<file path="config.mk">
export PLATFORM = sky130hd
export DESIGN_NAME = adc_scan_dma
export DESIGN_NICKNAME = d
export VERILOG_FILES = /design/src/rtl/adc_dma_pkg.sv /design/src/rtl/adc_dma_chan_seq.sv /design/src/rtl/adc_dma_wr_mux.sv /design/src/rtl/adc_scan_dma.sv
export SDC_FILE = /design/constraint.sdc
export NUM_CORES = 1
export LEC_CHECK = 0
export ABC_AREA = 0
export ABC_CLOCK_PERIOD_IN_PS = 2300
export BUFFER_PORTS_ARGS = -buffer_cell sky130_fd_sc_hd__buf_2
export CAP_MARGIN = 20
export CORE_ASPECT_RATIO = 1.2
export CORE_MARGIN = 5
export CORE_UTILIZATION = 51
export CTS_CLUSTER_SIZE = 25
export DETAILED_ROUTE_END_ITERATION = 8
export PLACE_DENSITY = 0.84
export SETUP_SLACK_MARGIN = 0.3
export SYNTH_ARGS = -nofsm -noshare
export SYNTH_HDL_FRONTEND = slang
export SYNTH_HIERARCHICAL = 1
export SYNTH_SLANG_ARGS = --single-unit
</file>
<file path="constraint.sdc">
create_clock -name clk -period 2.3 [get_ports clk]
set_clock_uncertainty 0.15 [all_clocks]
set_input_delay 0 -clock clk [delete_from_list [all_inputs] [get_ports clk]]
set_output_delay 0 -clock clk [all_outputs]
set_load 0.02 [all_outputs]
</file>
<file path="src/rtl/adc_dma_pkg.sv">
package adc_dma_pkg;
    localparam int BASE_W = 7;
    localparam int CH_W   = 4;
    localparam int BYTE_W = 8;
    localparam int WORD_W = 2 * BYTE_W;
    localparam int ADDR_W = BASE_W + CH_W + 1;

    typedef enum logic [2:0] {
        ST_IDLE,
        ST_START,
        ST_WAIT,
        ST_REQ,
        ST_WR_HI,
        ST_WR_LO
    } dma_state_e;

    typedef struct packed {
        dma_state_e        st;
        logic [CH_W-1:0]   ch;
        logic [WORD_W-1:0] word;
        logic              irq;
    } dma_regs_t;
endpackage

</file>
<file path="src/rtl/adc_dma_chan_seq.sv">
module adc_dma_chan_seq #(
    parameter int CH_W = 4
) (
    input  logic [CH_W-1:0] cur_ch,
    input  logic [CH_W-1:0] last_ch,
    output logic [CH_W-1:0] next_ch,
    output logic            wrap
);
    always_comb begin
        wrap    = (cur_ch >= last_ch);
        next_ch = wrap ? '0 : cur_ch + 1'b1;
    end
endmodule

</file>
<file path="src/rtl/adc_dma_wr_mux.sv">
module adc_dma_wr_mux #(
    parameter int BASE_W = 7,
    parameter int CH_W   = 4,
    parameter int BYTE_W = 8,
    localparam int ADDR_W = BASE_W + CH_W + 1
) (
    input  logic [BASE_W-1:0]   base,
    input  logic [CH_W-1:0]     ch,
    input  logic [2*BYTE_W-1:0] word,
    input  logic                sel_lo,
    output logic [ADDR_W-1:0]   addr,
    output logic [BYTE_W-1:0]   wdata
);
    always_comb begin
        addr  = {base, ch, sel_lo};
        wdata = sel_lo ? word[BYTE_W-1:0] : word[2*BYTE_W-1:BYTE_W];
    end
endmodule

</file>
<file path="src/rtl/adc_scan_dma.sv">
module adc_scan_dma
    import adc_dma_pkg::*;
(
    input  logic                clk,
    input  logic                rst_n,
    input  logic                cfg_en,
    input  logic                cfg_irq_en,
    input  logic [CH_W-1:0]     cfg_last_ch,
    input  logic [BASE_W-1:0]   cfg_base,
    input  logic                adc_done,
    input  logic [WORD_W-1:0]   adc_data,
    output logic                adc_start,
    output logic [CH_W-1:0]     adc_chan,
    output logic                bus_req,
    input  logic                bus_ack,
    output logic                ram_we,
    output logic [ADDR_W-1:0]   ram_addr,
    output logic [BYTE_W-1:0]   ram_wdata,
    output logic                irq
);
    dma_regs_t       r_q, r_d;
    logic [CH_W-1:0] nxt_ch;
    logic            wrap;

    adc_dma_chan_seq #(.CH_W(CH_W)) i_seq (
        .cur_ch  (r_q.ch),
        .last_ch (cfg_last_ch),
        .next_ch (nxt_ch),
        .wrap    (wrap)
    );

    adc_dma_wr_mux #(.BASE_W(BASE_W), .CH_W(CH_W), .BYTE_W(BYTE_W)) i_mux (
        .base   (cfg_base),
        .ch     (r_q.ch),
        .word   (r_q.word),
        .sel_lo (r_q.st == ST_WR_LO),
        .addr   (ram_addr),
        .wdata  (ram_wdata)
    );

    always_comb begin
        r_d     = r_q;
        r_d.irq = 1'b0;
        case (r_q.st)
            ST_IDLE: begin
                r_d.ch = '0;
                if (cfg_en) r_d.st = ST_START;
            end
            ST_START: r_d.st = ST_WAIT;
            ST_WAIT: begin
                if (!cfg_en) begin
                    r_d.st = ST_IDLE;
                end else if (adc_done) begin
                    r_d.word = adc_data;
                    r_d.st   = ST_REQ;
                end
            end
            ST_REQ:   if (bus_ack) r_d.st = ST_WR_HI;
            ST_WR_HI: r_d.st = ST_WR_LO;
            ST_WR_LO: begin
                r_d.ch  = nxt_ch;
                r_d.irq = wrap & cfg_irq_en;
                r_d.st  = cfg_en ? ST_START : ST_IDLE;
            end
            default:  r_d.st = ST_IDLE;
        endcase
    end

    always_ff @(posedge clk) begin
        if (!rst_n) begin
            r_q <= '{st: ST_IDLE, ch: '0, word: '0, irq: 1'b0};
        end else begin
            r_q <= r_d;
        end
    end

    always_comb begin
        adc_start = (r_q.st == ST_START);
        adc_chan  = r_q.ch;
        ram_we    = (r_q.st == ST_WR_HI) || (r_q.st == ST_WR_LO);
        bus_req   = ram_we || (r_q.st == ST_REQ);
        irq       = r_q.irq;
    end
endmodule

</file>
==> results of run 1 <==
==> flip-flops by register name, indices dropped and copies added (netlist names) <==
name,cells
adc_chan,4
r_q,19
irq,1
==> path summary, 6_finish.rpt <==
path	end	slack (ns)	depth (start not counted)	start
min reg2reg	r_q[7]$_SDFFE_PN0P_	0.32	2	r_q[7]$_SDFFE_PN0P_
max	ram_wdata[1]	0.47	5	r_q[22]$_SDFFE_PN0P_
max reg2reg	adc_chan[3]$_SDFFE_PN0P_	0.57	6	adc_chan[3]$_SDFFE_PN0P_
min	r_q[7]$_SDFFE_PN0P_	0.05	4	rst_n
==> critical path, delay by kind of cell, from the launching register on <==
| kind | cells | cell delay (ns) |
|---|---|---|
| buf+inv | 2 | 0.37 |
| flops | 1 | 0.40 |
| mux | 1 | 0.32 |
| simple gates | 2 | 0.28 |
==> report_power, final <==
part | total (uW) | switching [uW] | internal, uW
Combinational | 152 | 71.4 | 80.9
Sequential | 439 | 13.7 | 425
Clock | 299 | 123 | 176
==> through the flow <==
stage          util [%]  cells  hold WS (ns)  setup slack, ns
2_1_floorplan         -    168       -0.0374            0.640
3_3_place_gp       57.2    226        -0.150            0.660
3_5_place_dp       57.2    226        -0.150            0.634
4_1_cts            68.4    256       0.00698            0.347
5_1_grt            68.9    257        0.0578            0.358
6_report           68.9    257        0.0478            0.468
==> cell usage after synthesis, types with 2 or more instances <==
cell	count	area share [%]
nand2_1	34	8.5
dfxtp_1	24	32
buf_4	16	8.0
mux2i_1	16	11
mux2_4	8	8.0
inv_1	6	1.5
nand3_1	6	2.0
a31oi_1	5	2.1
clkbuf_1	5	1.3
ha_1	5	4.2
nand3b_1	4	2.0
nor2b_1	4	1.7
o21ai_0	4	1.3
nor3_1	3	1.0
buf_2	2	0.67
buf_6	2	1.5
nand2b_1	2	0.84
nor2_1	2	0.50
nor2b_2	2	1.2
==> logic make-up after synthesis <==
family / Yosys count / share of synthesized area (%)
buf+inv: 32 / 14.0
flops: 24 / 32.2
xor+xnor: 2 / 1.17
compound gates: 16 / 7.63
simple gates: 65 / 22.0
mux: 24 / 18.8
fa+ha+maj: 5 / 4.19
==> final cells by class <==
class,count,area share (%)
Sequential cell,24,24.9
Clock inverter,1,1.55
Tap cell,34,2.20
Inverter,6,1.16
Clock buffer,3,1.16
Multi-Input combinational cell,112,41.6
Timing Repair Buffer,77,27.4
==> timing repair <==
| action | in CTS | in global routing |
|---|---|---|
| gates resized for setup | 0 | 3 |
| endpoints found under the hold margin | 27 | 1 |
| setup endpoints to repair | 0 | 8 |
| hold buffers | 26 | 1 |
==> per-layer routing <==
metal | wire length [um] | global-route usage, % | share of wire (%)
met1 | 1380 | 19.5 | 41
met2 | 1740 | 29.9 | 52
met3 | 232 | 3.17 | 6.9
met4 | 14 | 4.28 | 0.42
met5 | 0 | 0 | 0
==> reports/results.txt, run 1 <==
status: finished, final reports clean
Max Freq: 0.546 GHz
Worst Path Arrival: 1.68 ns
die height: 69.3 um
Synth async-reset ratio: 0%
via total after detailed routing: 1292
# setup viols final: 0
Antenna Cells: 0
unrepaired setup endpoints after global routing: no
detailed placement HPWL: 2190 um
total global-route track usage: 16.7%
register area: 483 um2
synthesized area: 1490 um2
Nets: 262
multi-input logic area: 806 um2
CTS buffer count: 3
clock latency on the worst-skew pair: 0.31 ns
CTS sink count: 24
Vias/cell: 5.03
max cap viols: 0
cells after synthesis: 168
design area: 1940 um2
Rows: 21
Leak Pwr: 0.000882 uW
Starting Density: 53.1%
worst-path fanout max: 12
actual slew at the worst max-slew pin: 0.327 ns
Post-Route WL: 3360 um
Post-CTS Setup Inserts: 0
initial antenna violation count: 0
CTS tree: yes
area of the core: 2810 um2
CP Class: flop to output port
Yosys Warn Count: 6
Net Count, Synth: 206
Worst Path Required: 2.15 ns
ratio of total power to cell area: 460 nW/um2
Slew Viols, Final: 0
Avg Inst Size Synth: 8.89 um2
slowest library cell on the worst path: dfxtp_2
Post-synth top flop: dfxtp_1
Final ANT Viol Nets: 0
critical path, cell by cell: nor2b_2 > and2_1 > buf_4 > mux2_4 > buf_2
largest net degree at the start of global routing: 36
Clock H-tree levels: 1
CP Capture Type: output port
die area: 4110 um2
post-synthesis sequential area ratio: 32.2%
minimum clock period: 1.83 ns
EDFF count, synth: 0
gpl congestion: 0.737
Overflow after GRT: 0
Chip Width: 59.4 um
most frequent cells in the layout: 46 x buf_2, 34 x nand2_1, 27 x dlygate4sd3_1
Initial DRC Count: 32
PortBufs: 46
Yosys reg bits: 24
Fillers: 219
CP peak stage delay: 0.40 ns
Area Overhead vs Synth: 29.8%
Design Power: 890 uW
placed cell area: 1610 um2
DRC: 0
CTS Buffer Depth: 2
clk root buf: clkbuf_4
share of cells above drive strength 1: 32.3%
Worst-path clk slew: 0.13 ns
worst hold path class: input port to flop
Slew headroom: 78.1%
Period Utilization, post-route: 79.7%
Final Hold Viols: 0
WL per Instance: 13.1 um
post-synthesis cell type count: 37
commonest non-fill, non-tap cell in the layout: buf_2
crit path launch type: flop
I/O pin cnt: 61
TNS Setup: 0 ns
drt pass-1 iters: 5
first-pass GRT wire length: 5600 um
IR drop worst, VDD: 0.298 mV
via count of the first global-routing pass: 1284
(Power assumes the default switching activity.)
==> inputs of run 2 (changes only) <==
--- a/config.mk
+++ b/config.mk
@@ -6,15 +6,15 @@
 export NUM_CORES = 1
 export LEC_CHECK = 0
 export ABC_AREA = 0
-export ABC_CLOCK_PERIOD_IN_PS = 2300
+export ABC_CLOCK_PERIOD_IN_PS = 1600
 export BUFFER_PORTS_ARGS = -buffer_cell sky130_fd_sc_hd__buf_2
 export CAP_MARGIN = 20
 export CORE_ASPECT_RATIO = 1.2
 export CORE_MARGIN = 5
-export CORE_UTILIZATION = 51
+export CORE_UTILIZATION = 43
 export CTS_CLUSTER_SIZE = 25
 export DETAILED_ROUTE_END_ITERATION = 8
-export PLACE_DENSITY = 0.84
+export PLACE_DENSITY = 0.75
 export SETUP_SLACK_MARGIN = 0.3
 export SYNTH_ARGS = -nofsm -noshare
 export SYNTH_HDL_FRONTEND = slang
==> constraint.sdc (replaced) <==
create_clock -name clk -period 1.6 [get_ports clk]
set_clock_uncertainty 0.15 [all_clocks]
set_input_delay 0 -clock clk [delete_from_list [all_inputs] [get_ports clk]]
set_output_delay 0 -clock clk [all_outputs]
set_load 0.02 [all_outputs]
==> run 2 against run 1 <==
- clock power increased by 22%
- first-iteration DRC count rose by 110%
- largest power group unchanged
- sequential power increased by 41%
- cell count rose by 8.2%
- die area increased by 16%
- register-to-register slack worse by 0.45 ns
- critical endpoint is now ram_wdata[6]
- the run now ends with setup timing left
- utilization up 0.86 points
- critical path depth shrank 1
- sequential share of layout area down 3.3 points
- combinational power increased by 110%
- non-clock buffer count rose by 17
==> reports/results.txt, run 2 (synthesis gave the netlist of run 1 again) <==
detailed placement HPWL: 2430 um (was 2190 um)
CP Capture Type: output port (unchanged)
CTS tree: yes (unchanged)
largest net degree at the start of global routing: 33 (was 36)
Worst Path Required: 1.45 ns (was 2.15 ns)
most frequent cells in the layout: 35 x buf_2, 34 x nand2_1, 27 x dlygate4sd3_1 (was 46 x buf_2, 34 x nand2_1, 27 x dlygate4sd3_1)
multi-input logic area: 930 um2 (was 806 um2)
DRC: 0 (unchanged)
Antenna Cells: 0 (unchanged)
Largest delay share family, worst path: simple AND/OR/NAND/NOR gates (was flip-flops)
worst reg2reg path depth: 7 (was 6)
pre-CTS WS: 0.148 ns (was 0.634 ns)
Fillers: 236 (was 219)
Clock H-tree levels: 1 (unchanged)
Final ANT Viol Nets: 0 (unchanged)
CTS Buffer Depth: 2 (unchanged)
placed cell area: 1730 um2 (was 1610 um2)
crit path launch type: flop (unchanged)
CTS buffer count: 3 (unchanged)
Final Hold Viols: 0 (unchanged)
Slew Viols, Final: 0 (unchanged)
critical path, cell by cell: nor2b_4 > and2_4 > mux2_4 > buf_6 (was nor2b_2 > and2_1 > buf_4 > mux2_4 > buf_2)
actual slew at the worst max-slew pin: 0.294 ns (was 0.327 ns)
WL per Instance: 15.0 um (was 13.1 um)
Max Freq: 0.620 GHz
Top reg by flops: r_q (unchanged)
Worst-path clk slew: 0.09 ns (was 0.13 ns)
initial antenna violation count: 0 (unchanged)
CP Class: flop to output port (unchanged)
Chip Width: 63.8 um (was 59.4 um)
Starting Density: 44.7% (was 53.1%)
Vias/cell: 5.01 (was 5.03)
CTS sink count: 24 (unchanged)
die height: 74.5 um (was 69.3 um)
final worst slack: -0.0126 ns (was 0.468 ns)
drt pass-1 iters: 4 (was 5)
Overflow after GRT: 0 (unchanged)
violated checks: setup timing
ratio of total power to cell area: 559 nW/um2 (was 460 nW/um2)
total global-route track usage: 17.5% (was 16.7%)
Leak Pwr: 0.00101 uW (was 0.000882 uW)
I/O pin cnt: 61 (unchanged)
Post-Route WL: 4180 um (was 3360 um)
clk root buf: clkbuf_8 (was clkbuf_4)
area of the core: 3340 um2 (was 2810 um2)
max cap viols: 0 (unchanged)
first-pass GRT wire length: 6650 um (was 5600 um)
Rows: 23 (was 21)
slowest library cell on the worst path: dfxtp_4 (was dfxtp_2)
Slew headroom: 80.4% (was 78.1%)
Cell Count, Final, Fillers Out: 278 (was 257)
unrepaired setup endpoints after global routing: yes (was no)
design area: 2330 um2 (was 1940 um2)
grt met1 use: 19.0% (was 19.5%)
CP Depth: 4 (was 5)
cell count after placement: 232 (was 226)
Area Overhead vs Synth: 56.0% (was 29.8%)
PortBufs: 46 (unchanged)
worst-path fanout max: 5 (was 12)
Nets: 280 (was 262)
max FFs per register: 19 (unchanged)
met2 usage: 35.3% (was 29.9%)
commonest non-fill, non-tap cell in the layout: buf_2 (unchanged)
Initial DRC Count: 67 (was 32)
minimum clock period: 1.61 ns
TNS Setup: -0.0426 ns (was 0 ns)
gpl congestion: 0.806 (was 0.737)
worst hold path class: input port to flop (unchanged)
via total after detailed routing: 1394 (was 1292)
Worst Path Arrival: 1.46 ns (was 1.68 ns)
WP buf/inv: 1 (was 2)
IR drop worst, VDD: 0.429 mV (was 0.298 mV)
GRT Max-Usage Layer: met2 (unchanged)
via count of the first global-routing pass: 1446 (was 1284)
status: complete, but fails checks (was finished, final reports clean)
# setup viols final: 5 (was 0)
share of cells above drive strength 1: 45.6% (was 32.3%)
CP peak stage delay: 0.35 ns (was 0.40 ns)
die area: 4750 um2 (was 4110 um2)
Period Utilization, post-route: 101%
hold depth: 4 (unchanged)
GRT met3 Usage: 3.02% (was 3.17%)
register area: 504 um2 (was 483 um2)
clock latency on the worst-skew pair: 0.26 ns (was 0.31 ns)
-- run 2: cell count changes in the layout (fill, tap and decap cells not counted), sizes merged --
cell,change
clkinv,+1
bufinv,-1
and2,+1
buf,+17
-- run 2: worst reg2reg max path, delay by kind of cell (launching register included) --
family	cells	cell delay (ns)
AOI/OAI and AO/OA	2	0.30
adders and majority gates	1	0.27
buffers and inverters	2	0.09
DFF	1	0.39
and+or+nand+nor	2	0.18
-- run 2: layout make-up --
class	instances	share of cell area (%)
clock inverters	1	0.161
well taps	37	1.99
clock buffers	3	1.77
flip-flops and latches	24	21.7
repair buffers	94	33.4
inverters	6	1.07
multi-input cells	113	39.9
-- run 2: where the power goes --
group	switching [uW]	internal [uW]	total (uW)
clock network	194	171	366
logic	141	179	319
registers	13.0	604	617
-- run 2: metrics by stage --
step           total power, uW  hold WS, ns  utilization, %
3_3_place_gp               819       -0.150            51.7
5_1_grt                   1360        0.133            69.8
6_report                  1300       0.0923            69.8
3_5_place_dp               819       -0.150            51.7
4_1_cts                   1290       0.0492            68.5
2_1_floorplan              778      -0.0374               -
-- run 2: timing repair --
| action | 4_1_cts | 5_1_grt |
|---|---|---|
| cloned | 2 | 0 |
| pin swaps | 7 | 8 |
| gates resized for setup | 40 | 8 |
| endpoints found under the setup margin | 31 | 32 |
| hold buffers | 27 | 0 |
| buffers inserted | 11 | 2 |
| hold endpoints to repair | 31 | 0 |
-- run 2: final timing paths --
check | startpoint | to | slack [ns]
hold reg to reg | r_q[3]$_SDFFE_PN0P_ | r_q[3]$_SDFFE_PN0P_ | 0.31
setup reg to reg | adc_chan[0]$_SDFFE_PN0P_ | adc_chan[1]$_SDFFE_PN0P_ | 0.12
setup / recovery | r_q[23]$_SDFFE_PN0P_ | ram_wdata[6] | -0.01
hold / removal | cfg_en | r_q[21]$_SDFFE_PN0P_ | 0.09
-- run 2: per-layer routing --
layer	vias to the layer above	share of wire [%]
met3	4	5.2
met4	0	0.55
met1	646	40
met2	50	54
li1	694	-
met5	-	0
==> inputs of run 3 (changes only) <==
--- a/config.mk
+++ b/config.mk
@@ -16,6 +16,7 @@
 export DETAILED_ROUTE_END_ITERATION = 8
 export PLACE_DENSITY = 0.75
 export SETUP_SLACK_MARGIN = 0.3
+export SKIP_LAST_GASP = 1
 export SYNTH_ARGS = -nofsm -noshare
 export SYNTH_HDL_FRONTEND = slang
 export SYNTH_HIERARCHICAL = 1
==> run 3 against run 2 <==
- the flow still finishes with violations (setup timing)
- critical path depth did not move
- global-route usage barely moved
- wire length fell by 1.4%
- worst setup slack improved by 0.0079 ns
- sequential power barely moved
- via count fell by 0.86%
- cell count rose by 0.36%
- die area did not move
- worst hold slack got worse by 0.012 ns
- maximum frequency rose by 0.49%
- first-iteration DRC count rose by 1.5%
- clock power fell by 1%
- largest cell class unchanged
==> reports/results.txt, run 3 (synthesis gave the netlist of run 1 again) <==
status: complete, but fails checks (unchanged)
violated checks: setup timing (unchanged)
slowest library cell on the worst path: dfxtp_4 (unchanged)
via total after detailed routing: 1382 (was 1394)
routed wl met3: 206 um (was 218 um)
register share of total power: 47.5% (was 47.4%)
Final Hold Viols: 0 (unchanged)
drt pass-1 iters: 4 (unchanged)
Post-Route WL: 4120 um (was 4180 um)
I/O pin cnt: 61 (unchanged)
CTS Buffer Depth: 2 (unchanged)
Leak Pwr: 0.00101 uW (about the same)
Initial DRC Count: 68 (was 67)
total global-route track usage: 17.5% (about the same)
clock latency on the worst-skew pair: 0.26 ns (about the same)
Fillers: 233 (was 236)
Area Overhead vs Synth: 56.3% (was 56.0%)
initial antenna violation count: 0 (unchanged)
switching share of power: 26.4% (was 26.7%)
detailed placement HPWL: 2430 um (unchanged)
Vias/cell: 4.95 (was 5.01)
Nets: 281 (was 280)
most frequent cells in the layout: 35 x buf_2, 34 x nand2_1, 27 x dlygate4sd3_1 (unchanged)
Period Utilization, post-route: 100% (was 101%)
first-pass GRT wire length: 6690 um (was 6650 um)
M1 WL: 1630 um (was 1670 um)
Overflow after GRT: 0 (unchanged)
Clock power frac: 27.9% (was 28.1%)
Hold Slack: 0.0804 ns (was 0.0923 ns)
highest metal used: met4 (unchanged)
largest net degree at the start of global routing: 33 (unchanged)
WL per Instance: 14.8 um (was 15.0 um)
net load switching power: 343 uW (was 348 uW)
DR WL met2: 2270 um (was 2260 um)
Chip Width: 63.8 um (unchanged)
max FFs per register: 19 (unchanged)
Slew headroom: 80.6% (was 80.4%)
worst-path fanout max: 5 (unchanged)
gpl congestion: 0.806 (unchanged)
Worst-path clk slew: 0.09 ns (about the same)
clk root buf: clkbuf_8 (unchanged)
CP Capture Type: output port (unchanged)
area of the core: 3340 um2 (unchanged)
CP Class: flop to output port (unchanged)
IR drop worst, VDD: 0.444 mV (was 0.429 mV)
Pint: 956 uW (was 954 uW)
Clock H-tree levels: 1 (unchanged)
minimum clock period: 1.60 ns (was 1.61 ns)
worst hold path class: input port to flop (unchanged)
crit path launch type: flop (unchanged)
# setup viols final: 3 (was 5)
CP peak stage delay: 0.35 ns (about the same)
DRC: 0 (unchanged)
Worst Path Required: 1.45 ns (about the same)
Top reg by flops: r_q (unchanged)
critical path, cell by cell: nor2b_4 > and2_4 > mux2_4 > buf_6 (unchanged)
max cap viols: 0 (unchanged)
die area: 4750 um2 (unchanged)
actual slew at the worst max-slew pin: 0.291 ns (was 0.294 ns)
Max Freq: 0.623 GHz (was 0.620 GHz)
share of cells above drive strength 1: 45.9% (was 45.6%)
CTS sink count: 24 (unchanged)
CTS tree: yes (unchanged)
unrepaired setup endpoints after global routing: yes (unchanged)
via count of the first global-routing pass: 1453 (was 1446)
commonest non-fill, non-tap cell in the layout: buf_2 (unchanged)
ratio of total power to cell area: 556 nW/um2 (was 559 nW/um2)
PortBufs: 46 (unchanged)
CTS buffer count: 3 (unchanged)
Antenna Cells: 0 (unchanged)
die height: 74.5 um (unchanged)
final worst slack: -0.00469 ns (was -0.0126 ns)
Rows: 23 (unchanged)
Final ANT Viol Nets: 0 (unchanged)
Starting Density: 44.7% (unchanged)
Slew Viols, Final: 0 (unchanged)
combinational fraction of design power: 24.6% (was 24.5%)
TNS Setup: -0.00582 ns (was -0.0426 ns)
Worst Path Arrival: 1.45 ns (was 1.46 ns)
-- run 3: cell types whose count changed in the layout (fill, tap and decap cells not counted), sizes merged --
cell  delta
buf      +1
-- run 3: path summary, 6_finish.rpt --
check	start	end	slack [ns]	depth (start not counted)
hold / removal	cfg_en	r_q[21]$_SDFFE_PN0P_	0.08	4
setup reg to reg	adc_chan[3]$_SDFFE_PN0P_	irq$_SDFF_PN0_	0.10	5
hold reg to reg	r_q[9]$_SDFFE_PN0P_	r_q[9]$_SDFFE_PN0P_	0.31	2
setup / recovery	r_q[23]$_SDFFE_PN0P_	ram_wdata[6]	-0.005	4
-- run 3: final cells by class --
type	count	area (um2)	share of cell area (%)
Timing Repair Buffer	95	786	33.7
Clock buffer	3	41.3	1.77
Tap cell	37	46.3	1.98
Sequential cell	24	504	21.6
Inverter	6	22.5	0.965
Clock inverter	1	3.75	0.161
Multi-Input combinational cell	113	930	39.8
-- run 3: through the flow --
stage               total power, uW  area, um2  cells  util, %  setup WS, ns
global route                   1360       2330    279     69.9       -0.0368
floorplan                       778       1580    168        -         0.200
CTS                            1290       2280    276     68.2       -0.0104
finish                         1300       2330    279     69.9      -0.00469
global placement                819       1730    232     51.7         0.169
detailed placement              819       1730    232     51.7         0.148
-- run 3: worst max-delay path: cells and delay by family, from the launching register on --
family | cells | cell delay [ns]
DFF | 1 | 0.35
muxes | 1 | 0.32
and+or+nand+nor | 2 | 0.40
buffers and inverters | 1 | 0.13
-- run 3: repair_timing --
action                                 4_1_cts  5_1_grt
cloned                                       2        0
gates resized for setup                     37       10
setup endpoints to repair                   31       32
endpoints found under the hold margin       31        0
hold buffers                                27        0
pin swaps                                    6        3
setup buffers                               11        3
-- run 3: layer usage --
| layer | vias to the layer above | GRT usage (%) |
|---|---|---|
| met5 | - | 0 |
| met3 | 2 | 2.87 |
| met2 | 46 | 35.2 |
| met4 | 0 | 2.77 |
| met1 | 639 | 19.3 |
| li1 | 695 | - |
-- run 3: power by group through the flow --
stage	clock network, uW	logic (uW)	registers, uW
CTS	376	293	617
global route	400	344	619
detailed placement	0	184	635
global placement	0	184	635
floorplan	0	148	629
finish	362	319	617
